[src/rtl/rvc_pkg.sv]
package rvc_pkg;
  localparam int unsigned ILEN = 32;
  localparam int unsigned CLEN = 16;

  localparam logic [6:0] OPC_LOAD   = 7'h03;
  localparam logic [6:0] OPC_OP_IMM = 7'h13;
  localparam logic [6:0] OPC_STORE  = 7'h23;
  localparam logic [6:0] OPC_OP     = 7'h33;
  localparam logic [6:0] OPC_LUI    = 7'h37;
  localparam logic [6:0] OPC_BRANCH = 7'h63;
  localparam logic [6:0] OPC_JALR   = 7'h67;
  localparam logic [6:0] OPC_JAL    = 7'h6f;

  localparam logic [ILEN-1:0] INSTR_EBREAK = 32'h0010_0073;

  typedef struct packed {
    logic [ILEN-1:0] word;
    logic            ill;
  } exp_t;

  function automatic logic [4:0] creg(input logic [2:0] r);
    return {2'b01, r};
  endfunction
endpackage

[src/rtl/rvc_quad0.sv]
module rvc_quad0
  import rvc_pkg::*;
(
  input  logic [15:2] c_i,
  output exp_t        res_o
);
  logic [9:0] spn_imm;
  logic [6:0] w_off;

  assign spn_imm = {c_i[10:7], c_i[12:11], c_i[5], c_i[6], 2'b00};
  assign w_off   = {c_i[5], c_i[12:10], c_i[6], 2'b00};

  always_comb begin
    res_o.word = '0;
    res_o.ill  = 1'b0;
    unique case (c_i[15:13])
      3'b000: begin
        res_o.word = {2'b00, spn_imm, 5'd2, 3'b000, creg(c_i[4:2]), OPC_OP_IMM};
        res_o.ill  = (c_i[12:5] == 8'h00);
      end
      3'b010: res_o.word = {5'b0, w_off, creg(c_i[9:7]), 3'b010, creg(c_i[4:2]), OPC_LOAD};
      3'b110: res_o.word = {5'b0, w_off[6:5], creg(c_i[4:2]), creg(c_i[9:7]), 3'b010,
                            w_off[4:0], OPC_STORE};
      default: res_o.ill = 1'b1;
    endcase
  end
endmodule

[src/rtl/rvc_quad1.sv]
module rvc_quad1
  import rvc_pkg::*;
(
  input  logic [15:2] c_i,
  output exp_t        res_o
);
  logic        s;
  logic [4:0]  rd;
  logic [4:0]  rdp;
  logic [4:0]  rs2p;
  logic [11:0] imm6_sx;
  logic [19:0] jal_fld;
  logic [11:0] sp_imm;

  assign s       = c_i[12];
  assign rd      = c_i[11:7];
  assign rdp     = creg(c_i[9:7]);
  assign rs2p    = creg(c_i[4:2]);
  assign imm6_sx = {{6{s}}, s, c_i[6:2]};
  assign jal_fld = {s, c_i[8], c_i[10:9], c_i[6], c_i[7], c_i[2], c_i[11], c_i[5:3],
                    s, {8{s}}};
  assign sp_imm  = {{3{s}}, c_i[4:3], c_i[5], c_i[2], c_i[6], 4'b0000};

  always_comb begin
    res_o.word = '0;
    res_o.ill  = 1'b0;
    unique case (c_i[15:13])
      3'b000: res_o.word = {imm6_sx, rd, 3'b000, rd, OPC_OP_IMM};
      3'b001: res_o.word = {jal_fld, 5'd1, OPC_JAL};
      3'b010: res_o.word = {imm6_sx, 5'd0, 3'b000, rd, OPC_OP_IMM};
      3'b011: begin
        if (rd == 5'd2) begin
          res_o.word = {sp_imm, 5'd2, 3'b000, 5'd2, OPC_OP_IMM};
        end else begin
          res_o.word = {{14{s}}, s, c_i[6:2], rd, OPC_LUI};
        end
        res_o.ill = ({s, c_i[6:2]} == 6'd0);
      end
      3'b100: begin
        unique case (c_i[11:10])
          2'b00: begin
            res_o.word = {7'b0000000, c_i[6:2], rdp, 3'b101, rdp, OPC_OP_IMM};
            res_o.ill  = s;
          end
          2'b01: begin
            res_o.word = {7'b0100000, c_i[6:2], rdp, 3'b101, rdp, OPC_OP_IMM};
            res_o.ill  = s;
          end
          2'b10: res_o.word = {imm6_sx, rdp, 3'b111, rdp, OPC_OP_IMM};
          default: begin
            unique case (c_i[6:5])
              2'b00:   res_o.word = {7'b0100000, rs2p, rdp, 3'b000, rdp, OPC_OP};
              2'b01:   res_o.word = {7'b0000000, rs2p, rdp, 3'b100, rdp, OPC_OP};
              2'b10:   res_o.word = {7'b0000000, rs2p, rdp, 3'b110, rdp, OPC_OP};
              default: res_o.word = {7'b0000000, rs2p, rdp, 3'b111, rdp, OPC_OP};
            endcase
            res_o.ill = s;
          end
        endcase
      end
      3'b101: res_o.word = {jal_fld, 5'd0, OPC_JAL};
      default: begin
        // branch on zero: funct3 110 eq, 111 ne
        res_o.word = {s, s, s, s, c_i[6:5], c_i[2], 5'd0, rdp, 2'b00, c_i[13],
                      c_i[11:10], c_i[4:3], s, OPC_BRANCH};
      end
    endcase
  end
endmodule

[src/rtl/rvc_quad2.sv]
module rvc_quad2
  import rvc_pkg::*;
(
  input  logic [15:2] c_i,
  output exp_t        res_o
);
  logic [4:0] rd;
  logic [4:0] rs2;
  logic [7:0] lsp_off;
  logic [7:0] ssp_off;

  assign rd      = c_i[11:7];
  assign rs2     = c_i[6:2];
  assign lsp_off = {c_i[3:2], c_i[12], c_i[6:4], 2'b00};
  assign ssp_off = {c_i[8:7], c_i[12:9], 2'b00};

  always_comb begin
    res_o.word = '0;
    res_o.ill  = 1'b0;
    unique case (c_i[15:13])
      3'b000: begin
        res_o.word = {7'b0000000, rs2, rd, 3'b001, rd, OPC_OP_IMM};
        res_o.ill  = c_i[12];
      end
      3'b010: begin
        res_o.word = {4'b0, lsp_off, 5'd2, 3'b010, rd, OPC_LOAD};
        res_o.ill  = (rd == 5'd0);
      end
      3'b100: begin
        // rs2 decides before rd
        if (rs2 != 5'd0) begin
          res_o.word = {7'b0, rs2, (c_i[12] ? rd : 5'd0), 3'b000, rd, OPC_OP};
        end else if (!c_i[12]) begin
          res_o.word = {12'b0, rd, 3'b000, 5'd0, OPC_JALR};
          res_o.ill  = (rd == 5'd0);
        end else if (rd == 5'd0) begin
          res_o.word = INSTR_EBREAK;
        end else begin
          res_o.word = {12'b0, rd, 3'b000, 5'd1, OPC_JALR};
        end
      end
      3'b110: res_o.word = {4'b0, ssp_off[7:5], rs2, 5'd2, 3'b010, ssp_off[4:0], OPC_STORE};
      default: res_o.ill = 1'b1;
    endcase
  end
endmodule

[src/rtl/rvc_expander.sv]
module rvc_expander
  import rvc_pkg::*;
(
  input  logic [31:0] instr_i,
  output logic [31:0] instr_o,
  output logic        is_compressed_o,
  output logic        illegal_o
);
  exp_t q_res [3];

  rvc_quad0 u_q0 (.c_i(instr_i[15:2]), .res_o(q_res[0]));
  rvc_quad1 u_q1 (.c_i(instr_i[15:2]), .res_o(q_res[1]));
  rvc_quad2 u_q2 (.c_i(instr_i[15:2]), .res_o(q_res[2]));

  always_comb begin
    unique case (instr_i[1:0])
      2'b00: begin
        instr_o   = q_res[0].word;
        illegal_o = q_res[0].ill;
      end
      2'b01: begin
        instr_o   = q_res[1].word;
        illegal_o = q_res[1].ill;
      end
      2'b10: begin
        instr_o   = q_res[2].word;
        illegal_o = q_res[2].ill;
      end
      default: begin
        instr_o   = instr_i;
        illegal_o = 1'b0;
      end
    endcase
  end

  assign is_compressed_o = (instr_i[1:0] != 2'b11);
endmodule

[config.mk]
export PLATFORM = sky130hd
export DESIGN_NAME = rvc_expander
export DESIGN_NICKNAME = d
export VERILOG_FILES = /design/src/rtl/rvc_pkg.sv /design/src/rtl/rvc_quad0.sv /design/src/rtl/rvc_quad1.sv /design/src/rtl/rvc_quad2.sv /design/src/rtl/rvc_expander.sv
export SDC_FILE = /design/constraint.sdc
export NUM_CORES = 1
export LEC_CHECK = 0
export BUFFER_PORTS_ARGS = -buffer_cell sky130_fd_sc_hd__buf_2
export CAP_MARGIN = 20
export CORE_ASPECT_RATIO = 0.7
export CORE_UTILIZATION = 31
export DETAILED_ROUTE_END_ITERATION = 12
export GPL_ROUTABILITY_DRIVEN = 0
export PLACE_DENSITY = 0.66
export SLEW_MARGIN = 20
export SYNTH_ARGS = -nofsm -noshare
export SYNTH_HDL_FRONTEND = slang
export SYNTH_SLANG_ARGS = --single-unit
export TNS_END_PERCENT = 10
[constraint.sdc]
create_clock -name vclk -period 1.4
set_clock_uncertainty 0.2 [all_clocks]
set_input_delay 0.07 -clock vclk [all_inputs]
set_output_delay 0.07 -clock vclk [all_outputs]
set_load 0.005 [all_outputs]
==> results of run 1 <==
[area by class of cell]
cell class         instances  area, um2  share of cell area, %
repair buffers           178       1350                   41.6
well taps                 72       90.1                   2.78
multi-input cells        251       1770                   54.6
inverters                  8       30.0                  0.928
[cell families (layout without fill, tap and decap cells)]
family | count (synthesis) | in the layout | synth area share [%]
AOI/OAI and AO/OA | 146 | 146 | 55.1
xor gates and xnor gates | 1 | 1 | 0.496
and+or+nand+nor | 102 | 102 | 30.8
buffers and inverters | 42 | 186 | 12.5
muxes | 2 | 2 | 1.13
[per-stage QoR]
stage / instance area [um2] / instances / utilization, % / setup TNS (ns) / setup slack (ns)
global route: 3240 / 509 / 60.3 / -7.27 / -0.350
global placement: 2820 / 501 / 52.4 / -7.64 / -0.399
finish: 3240 / 509 / 60.3 / -5.87 / -0.307
CTS: 3100 / 507 / 57.8 / -4.96 / -0.293
floorplan: 1770 / 293 / - / 0 / 0.00772
detailed placement: 2820 / 501 / 52.4 / -8.18 / -0.387
[cell usage after synthesis, types with 6 or more instances]
cell / number / share of area (%)
o211ai_1: 7 / 3.0
nand2_1: 37 / 7.9
a31oi_1: 10 / 3.5
nor3_1: 7 / 2.0
a21oi_1: 33 / 9.3
o21ai_0: 33 / 9.3
buf_2: 11 / 3.1
nand2b_1: 6 / 2.1
nor2_1: 18 / 3.8
a32oi_1: 6 / 3.0
nand3_1: 9 / 2.5
o22ai_1: 7 / 2.5
inv_1: 7 / 1.5
clkbuf_1: 12 / 2.5
[cell usage in the layout (no fill, tap or decap), drive strengths merged, types with 2 or more instances in the layout]
cell / count
a211oi: 6
nor2b: 3
o221ai: 3
and2b: 2
o22ai: 7
inv: 7
buf: 178
nand4: 2
a32o: 2
o211ai: 8
a21oi: 35
and2: 2
a31oi: 10
mux2i: 2
a221o: 4
o21ai: 36
nor3: 10
a32oi: 6
o31ai: 2
a22o: 2
nand3: 9
nor2: 19
o311ai: 2
a21o: 5
nand2b: 6
a221oi: 2
a22oi: 4
nand2: 38
nor4: 2
[worst max-delay path: cells and delay by family]
kind	cells	cell delay [ns]
compound gates	2	0.19
buf+inv	3	0.39
simple gates	3	0.78
[what timing repair did]
action / CTS / global route
buffers inserted: 7 / 2
resized for setup: 73 / 30
pin swaps: 36 / 10
hold endpoints to repair: 0 / 0
setup endpoints to repair: 30 / 31
cloned: 0 / 0
[worst min-delay path by stage]
stage                start           to  slack [ns]  cells after the start
2_1_floorplan  instr_i[30]  instr_o[30]        0.04                      1
3_5_place_dp   instr_i[30]  instr_o[30]        0.20                      3
4_1_cts        instr_i[30]  instr_o[30]        0.21                      3
3_3_place_gp   instr_i[30]  instr_o[30]        0.20                      3
6_report       instr_i[30]  instr_o[30]        0.21                      3
5_1_grt        instr_i[30]  instr_o[30]        0.24                      3
[metal layers]
metal	up-vias	global-route usage, %	part of all wire (%)
met1	1457	44.1	37
met2	323	50.7	42
met5	-	0	0
li1	1418	-	-
met3	54	9.14	17
met4	0	8.98	3.3
[power groups by stage]
stage          clock network, mW  registers [mW]  logic (mW)
2_1_floorplan                  0               0       0.440
3_3_place_gp                   0               0       0.894
3_5_place_dp                   0               0       0.908
4_1_cts                        0               0        1.00
5_1_grt                        0               0        1.14
6_report                       0               0        1.09
==> impl_metrics.toml, run 1 <==
[run_status]
status = "complete, but fails checks"
violations = "setup timing"

[worst_setup_path]
critical_path.max_stage_delay_ns = 0.32
end_kind = "primary output"
crit_slowest_cell = "nor3b_4"
cp-startpoint = "instr_i[14]"
worstSetupPathType = "in2out"
cp_max_fo = 8
cp-endpoint = "instr_o[7]"
startpoint_type = "input port"
crit_required_ns = 1.13
worstPathArrival_ns = 1.44
path_cells = "buf_12 > buf_8 > nor3b_4 > nand4_1 > nor3_1 > a211oi_1 > o21ai_1 > buf_2"

[floorplanning]
rows = 22
start_util_pct = 32.9
core-area_mm2 = 0.00537
die_area_mm2 = 0.00601
boundaryPins = 66
die_y_um = 65.2
die_w_um = 92.2

[global_routing]
gr-usage-all-layers_pct = 32.6
antenna_found_initial = 0
grt_overflow = 0
grt_max_degree = 16
grt_pass1_wl_um = 15500
grt_pass1_vias = 2973

[layout]
diodes = 0
fill_cells = 489
fin_nets = 471
area_growth_pct = 83.1
clock_buffers = 0
seq_cells = 0
drive_above_1_share_pct = 53.3
seq_area_um2 = 0

[yosys]
syn_avg_cell_area_um2 = 6.03
ys_seq_area_share_pct = 0
mappedNetlistArea_mm2 = 0.00177
synth_cell_types = 66
syn_nets = 325
ys_warn_count = 0
syn_inst = 293

[timing]
setup_ws_ns = -0.307
whs_ns = 0.206
tightest_slew_ns = 0.402
fin_crit_ns = 1.71
report.final.slew_viol_count = 0
rsz0062_at_grt = "yes"
relSlewSlack_pct = 73.2
setup_viol = 30
period_share_pct = 122
clock.fmax_mhz = 586
hold_viol = 0

[route]
vias = 3252
drt_iter0_markers = 655
drc_errors = 0
wire_per_inst_um = 19.9
ant_nets = 0
avgViaCountPerCell = 6.39
first_pass_iters = 8
finalWirelength_um = 10200

[power]
power.share.sequential_pct = 0
power_leakage_nw = 1.44
peakVddDrop_mv = 0.176
power_density_mw_per_mm2 = 336
finalPower_mw = 1.09
combPwrFrac_pct = 100.0
p_switching_uw = 575
p_clk_share_pct = 0
power.internal_uw = 513
p_sw_share_pct = 52.8

[clocking]
cts_hold_buffers = 0

[min_path]
holdCritPathClass = "in2out"

[place]
dp_hpwl_um = 7440
port_buffers = 66

[flow_run]
maxCapViolations = 0
(Power assumes the default switching activity.)
==> run 2: changes to the inputs <==
Clock period 1.4 ns to 1.47 ns, I/O delays scaled along.
==> impl_metrics.toml, run 2 (synthesis results as in run 1) <==
[global_routing]
grt_overflow = 0
grt_pass1_wl_um = 15400
grt_max_degree = 16
grt_pass1_vias = 2938
gr-usage-all-layers_pct = 32.7
antenna_found_initial = 0

[power]
p_switching_uw = 545
combPwrFrac_pct = 100.0
finalPower_mw = 1.03
power_density_mw_per_mm2 = 321
power.share.sequential_pct = 0
p_clk_share_pct = 0
p_sw_share_pct = 53.0
peakVddDrop_mv = 0.174
power_leakage_nw = 1.42
power.internal_uw = 482

[timing]
whs_ns = 0.226
relSlewSlack_pct = 74.3
rsz0062_at_grt = "yes"
tightest_slew_ns = 0.383
setup_ws_ns = -0.234
clock.fmax_mhz = 587
hold_viol = 0
setup_viol = 27
fin_crit_ns = 1.70
report.final.slew_viol_count = 0
period_share_pct = 116
fin_setup_tns_ns = -3.38

[layout]
finalNonFillerCells = 503
seq_area_um2 = 0
final_common_cell = "buf_4"
diodes = 0
seq_cells = 0
area_growth_pct = 80.9
final_core_util_pct = 59.6
drive_above_1_share_pct = 52.0
fin_nets = 465
fill_cells = 493
clock_buffers = 0
multi_input_area_mm2 = 0.00178
layout_common_cells = "buf_4 (96), buf_2 (54), nand2_1 (34), a21oi_1 (26), o21ai_0 (20)"

[route]
first_pass_iters = 6
drt_iter0_markers = 565
wire_per_inst_um = 20.3
drc_errors = 0
finalWirelength_um = 10200
vias = 3247
avgViaCountPerCell = 6.46
ant_nets = 0

[worst_setup_path]
crit_slowest_cell = "and2_1"
worstPathArrival_ns = 1.43
cp-startpoint = "instr_i[13]"
path_cells = "buf_12 > buf_4 > and2_1 > a211oi_2 > a21oi_1 > o221ai_1 > o311ai_1 > buf_2"
critical_path.max_stage_delay_ns = 0.24
crit_required_ns = 1.20
end_kind = "primary output"
worstSetupPathType = "in2out"
cp_max_fo = 7
startpoint_type = "input port"

[run_status]
violations = "setup timing"
status = "complete, but fails checks"

[place]
dp.cells = 501
port_buffers = 66
dp_hpwl_um = 7540

[floorplanning]
core-area_mm2 = 0.00537
start_util_pct = 32.9
rows = 22
die_w_um = 92.2
die_y_um = 65.2
boundaryPins = 66
die_area_mm2 = 0.00601

[min_path]
holdCritPathClass = "in2out"
hp-start = "instr_i[30]"

[clocking]
cts_hold_buffers = 0

[flow_run]
maxCapViolations = 0
[run 2: cell count changes in the layout (fill, tap and decap cells not counted), sizes merged]
| cell | change |
|---|---|
| buf | -6 |
[run 2: path summary, 6_finish.rpt]
check	endpoint	cells past startpoint
max	instr_o[16]	8
min	instr_o[30]	3
[run 2: worst max-delay path, delay by kind of cell]
kind | cells | cell delay (ns)
and+or+nand+nor | 1 | 0.24
buffers and inverters | 3 | 0.40
AOI/OAI and AO/OA | 4 | 0.70
[run 2: metrics by stage]
stage	area, um2	worst slack, ns
after floorplan	1770	0.0707
after global placement	2820	-0.336
after detailed placement	2820	-0.321
after CTS	3100	-0.191
after global routing	3200	-0.336
final	3200	-0.234
[run 2: cell type report]
type | instances | share of cell area (%)
inverter | 8 | 0.939
tap | 72 | 2.82
multi-input combinational | 251 | 55.7
timing repair buffer | 172 | 40.6
[run 2: per-layer routing]
layer / vias up / routed length, um / track usage, %
li1: 1400 / - / -
met1: 1466 / 3800 / 41.9
met2: 306 / 4320 / 50.2
met3: 75 / 1660 / 12.0
met4: 0 / 427 / 12.1
met5: - / 0 / 0
[run 2: repair_timing]
item / in CTS / in global routing
buffers inserted: 3 / 1
hold endpoints to repair: 0 / 0
setup endpoints to repair: 30 / 29
gates resized for setup: 79 / 25
pin swaps: 29 / 8
[run 2: power groups by stage]
stage                     combinational, mW  clock, mW  sequential [mW]
after floorplan                       0.419          0                0
after global placement                0.851          0                0
after detailed placement              0.865          0                0
after CTS                             0.956          0                0
after global routing                   1.08          0                0
final                                  1.03          0                0
==> run 3: changes to the inputs <==
Settings changed: CORE_ASPECT_RATIO 0.7 to 2.
==> impl_metrics.toml, run 3 (synthesis results as in run 1) <==
[flow_run]
maxCapViolations = 0

[timing]
period_share_pct = 117
clock.fmax_mhz = 583
setup_viol = 29
fin_crit_ns = 1.72
report.final.slew_viol_count = 0
relSlewSlack_pct = 74.7
rsz0062_at_grt = "yes"
setup_ws_ns = -0.245
fin_setup_tns_ns = -4.24
hold_viol = 0
whs_ns = 0.221
tightest_slew_ns = 0.377

[layout]
diodes = 0
fill_cells = 529
area_growth_pct = 67.8
drive_above_1_share_pct = 49.7
finalNonFillerCells = 489
clock_buffers = 0
layout_common_cells = "buf_4 (104), buf_2 (59), nand2_1 (36), a21oi_1 (27), o21ai_0 (26)"
fin_nets = 463
seq_area_um2 = 0
final_common_cell = "buf_4"
seq_cells = 0

[floorplanning]
die_y_um = 109
rows = 38
die_w_um = 55.4
start_util_pct = 32.3
core-area_mm2 = 0.00547
die_area_mm2 = 0.00602
boundaryPins = 66

[place]
dp_hpwl_um = 7360
port_buffers = 66
dp.cells = 485

[worst_setup_path]
path_cells = "buf_8 > or3_4 > nor3_4 > nand2_1 > a211oi_2 > a221o_1 > buf_2"
worstSetupPathType = "in2out"
worstSetupPathDepth = 7
crit_required_ns = 1.20
startpoint_type = "input port"
worstPathArrival_ns = 1.44
end_kind = "primary output"
crit_family = "simple AND/OR/NAND/NOR gates"
path_buf_inv = 2
crit_slowest_cell = "or3_4"
cp_max_fo = 5
cp-endpoint = "instr_o[27]"
cp-startpoint = "instr_i[10]"
critical_path.max_stage_delay_ns = 0.45

[global_routing]
grt_pass1_wl_um = 14800
grt_max_degree = 21
grt_overflow = 0
antenna_found_initial = 0
gr-usage-all-layers_pct = 30.8
grt_pass1_vias = 2904

[route]
finalWirelength_um = 9740
wire_per_inst_um = 19.9
avgViaCountPerCell = 6.35
drc_errors = 0
ant_nets = 0
first_pass_iters = 5
vias = 3103
drt_iter0_markers = 257

[power]
finalPower_uw = 944
power_leakage_nw = 1.34
power_density_mw_per_mm2 = 318
peakVddDrop_mv = 0.189

[min_path]
holdCritPathClass = "in2out"

[run_status]
status = "complete, but fails checks"
violations = "setup timing"

[clocking]
cts_hold_buffers = 0
[run 3: changes by cell type in the layout (fill, tap and decap cells not counted), moves of 2 or more]
cell | before | now
a21oi_4 | 2 | 0
buf_4 | 96 | 104
buf_6 | 13 | 6
buf_2 | 54 | 59
nand2_1 | 34 | 36
o21ai_2 | 3 | 1
nor2b_1 | 1 | 3
nor2_2 | 1 | 3
buf_12 | 5 | 0
o21ai_0 | 20 | 26
o21ai_1 | 13 | 9
buf_8 | 4 | 1
[run 3: stage by stage]
step | utilization (%) | instance area, um2 | setup slack [ns]
after floorplan | - | 1770 | 0.0707
after global placement | 50.0 | 2730 | -0.289
after detailed placement | 50.0 | 2730 | -0.313
after CTS | 52.2 | 2850 | -0.212
after global routing | 54.2 | 2970 | -0.299
final | 54.2 | 2970 | -0.245
[run 3: worst min-delay path by stage]
| stage | start | endpoint | cells past startpoint |
|---|---|---|---|
| floorplan | instr_i[30] | instr_o[30] | 1 |
| global placement | instr_i[30] | instr_o[30] | 3 |
| detailed placement | instr_i[30] | instr_o[30] | 3 |
| CTS | instr_i[30] | instr_o[30] | 3 |
| global route | instr_i[30] | instr_o[30] | 3 |
| finish | instr_i[30] | instr_o[30] | 3 |
[run 3: layout make-up]
class	count	area, um2	area share (%)
timing repair buffer	170	1160	39.1
multi-input combinational	251	1700	57.4
inverter	8	30.0	1.01
tap	60	75.1	2.53
[run 3: power by group]
group          total (mW)  internal [mW]  switching, mW
logic               0.944          0.436          0.509
clock network           0              0              0
registers               0              0              0
[run 3: routing by layer]
| layer | vias to the layer above | wire length, um | part of all wire, % | track usage (%) |
|---|---|---|---|---|
| met5 | - | 0 | 0 | 0 |
| met4 | 0 | 828 | 8.5 | 20.2 |
| met3 | 77 | 843 | 8.7 | 3.08 |
| met2 | 236 | 4790 | 49 | 54.1 |
| met1 | 1385 | 3280 | 34 | 34.9 |
| li1 | 1405 | - | - | - |
[run 3: what timing repair did]
| item | in CTS | in global routing |
|---|---|---|
| pin swaps | 13 | 4 |
| gates resized for setup | 25 | 35 |
| endpoints found under the setup margin | 29 | 29 |
| setup buffers | 3 | 1 |
| hold endpoints to repair | 0 | 0 |
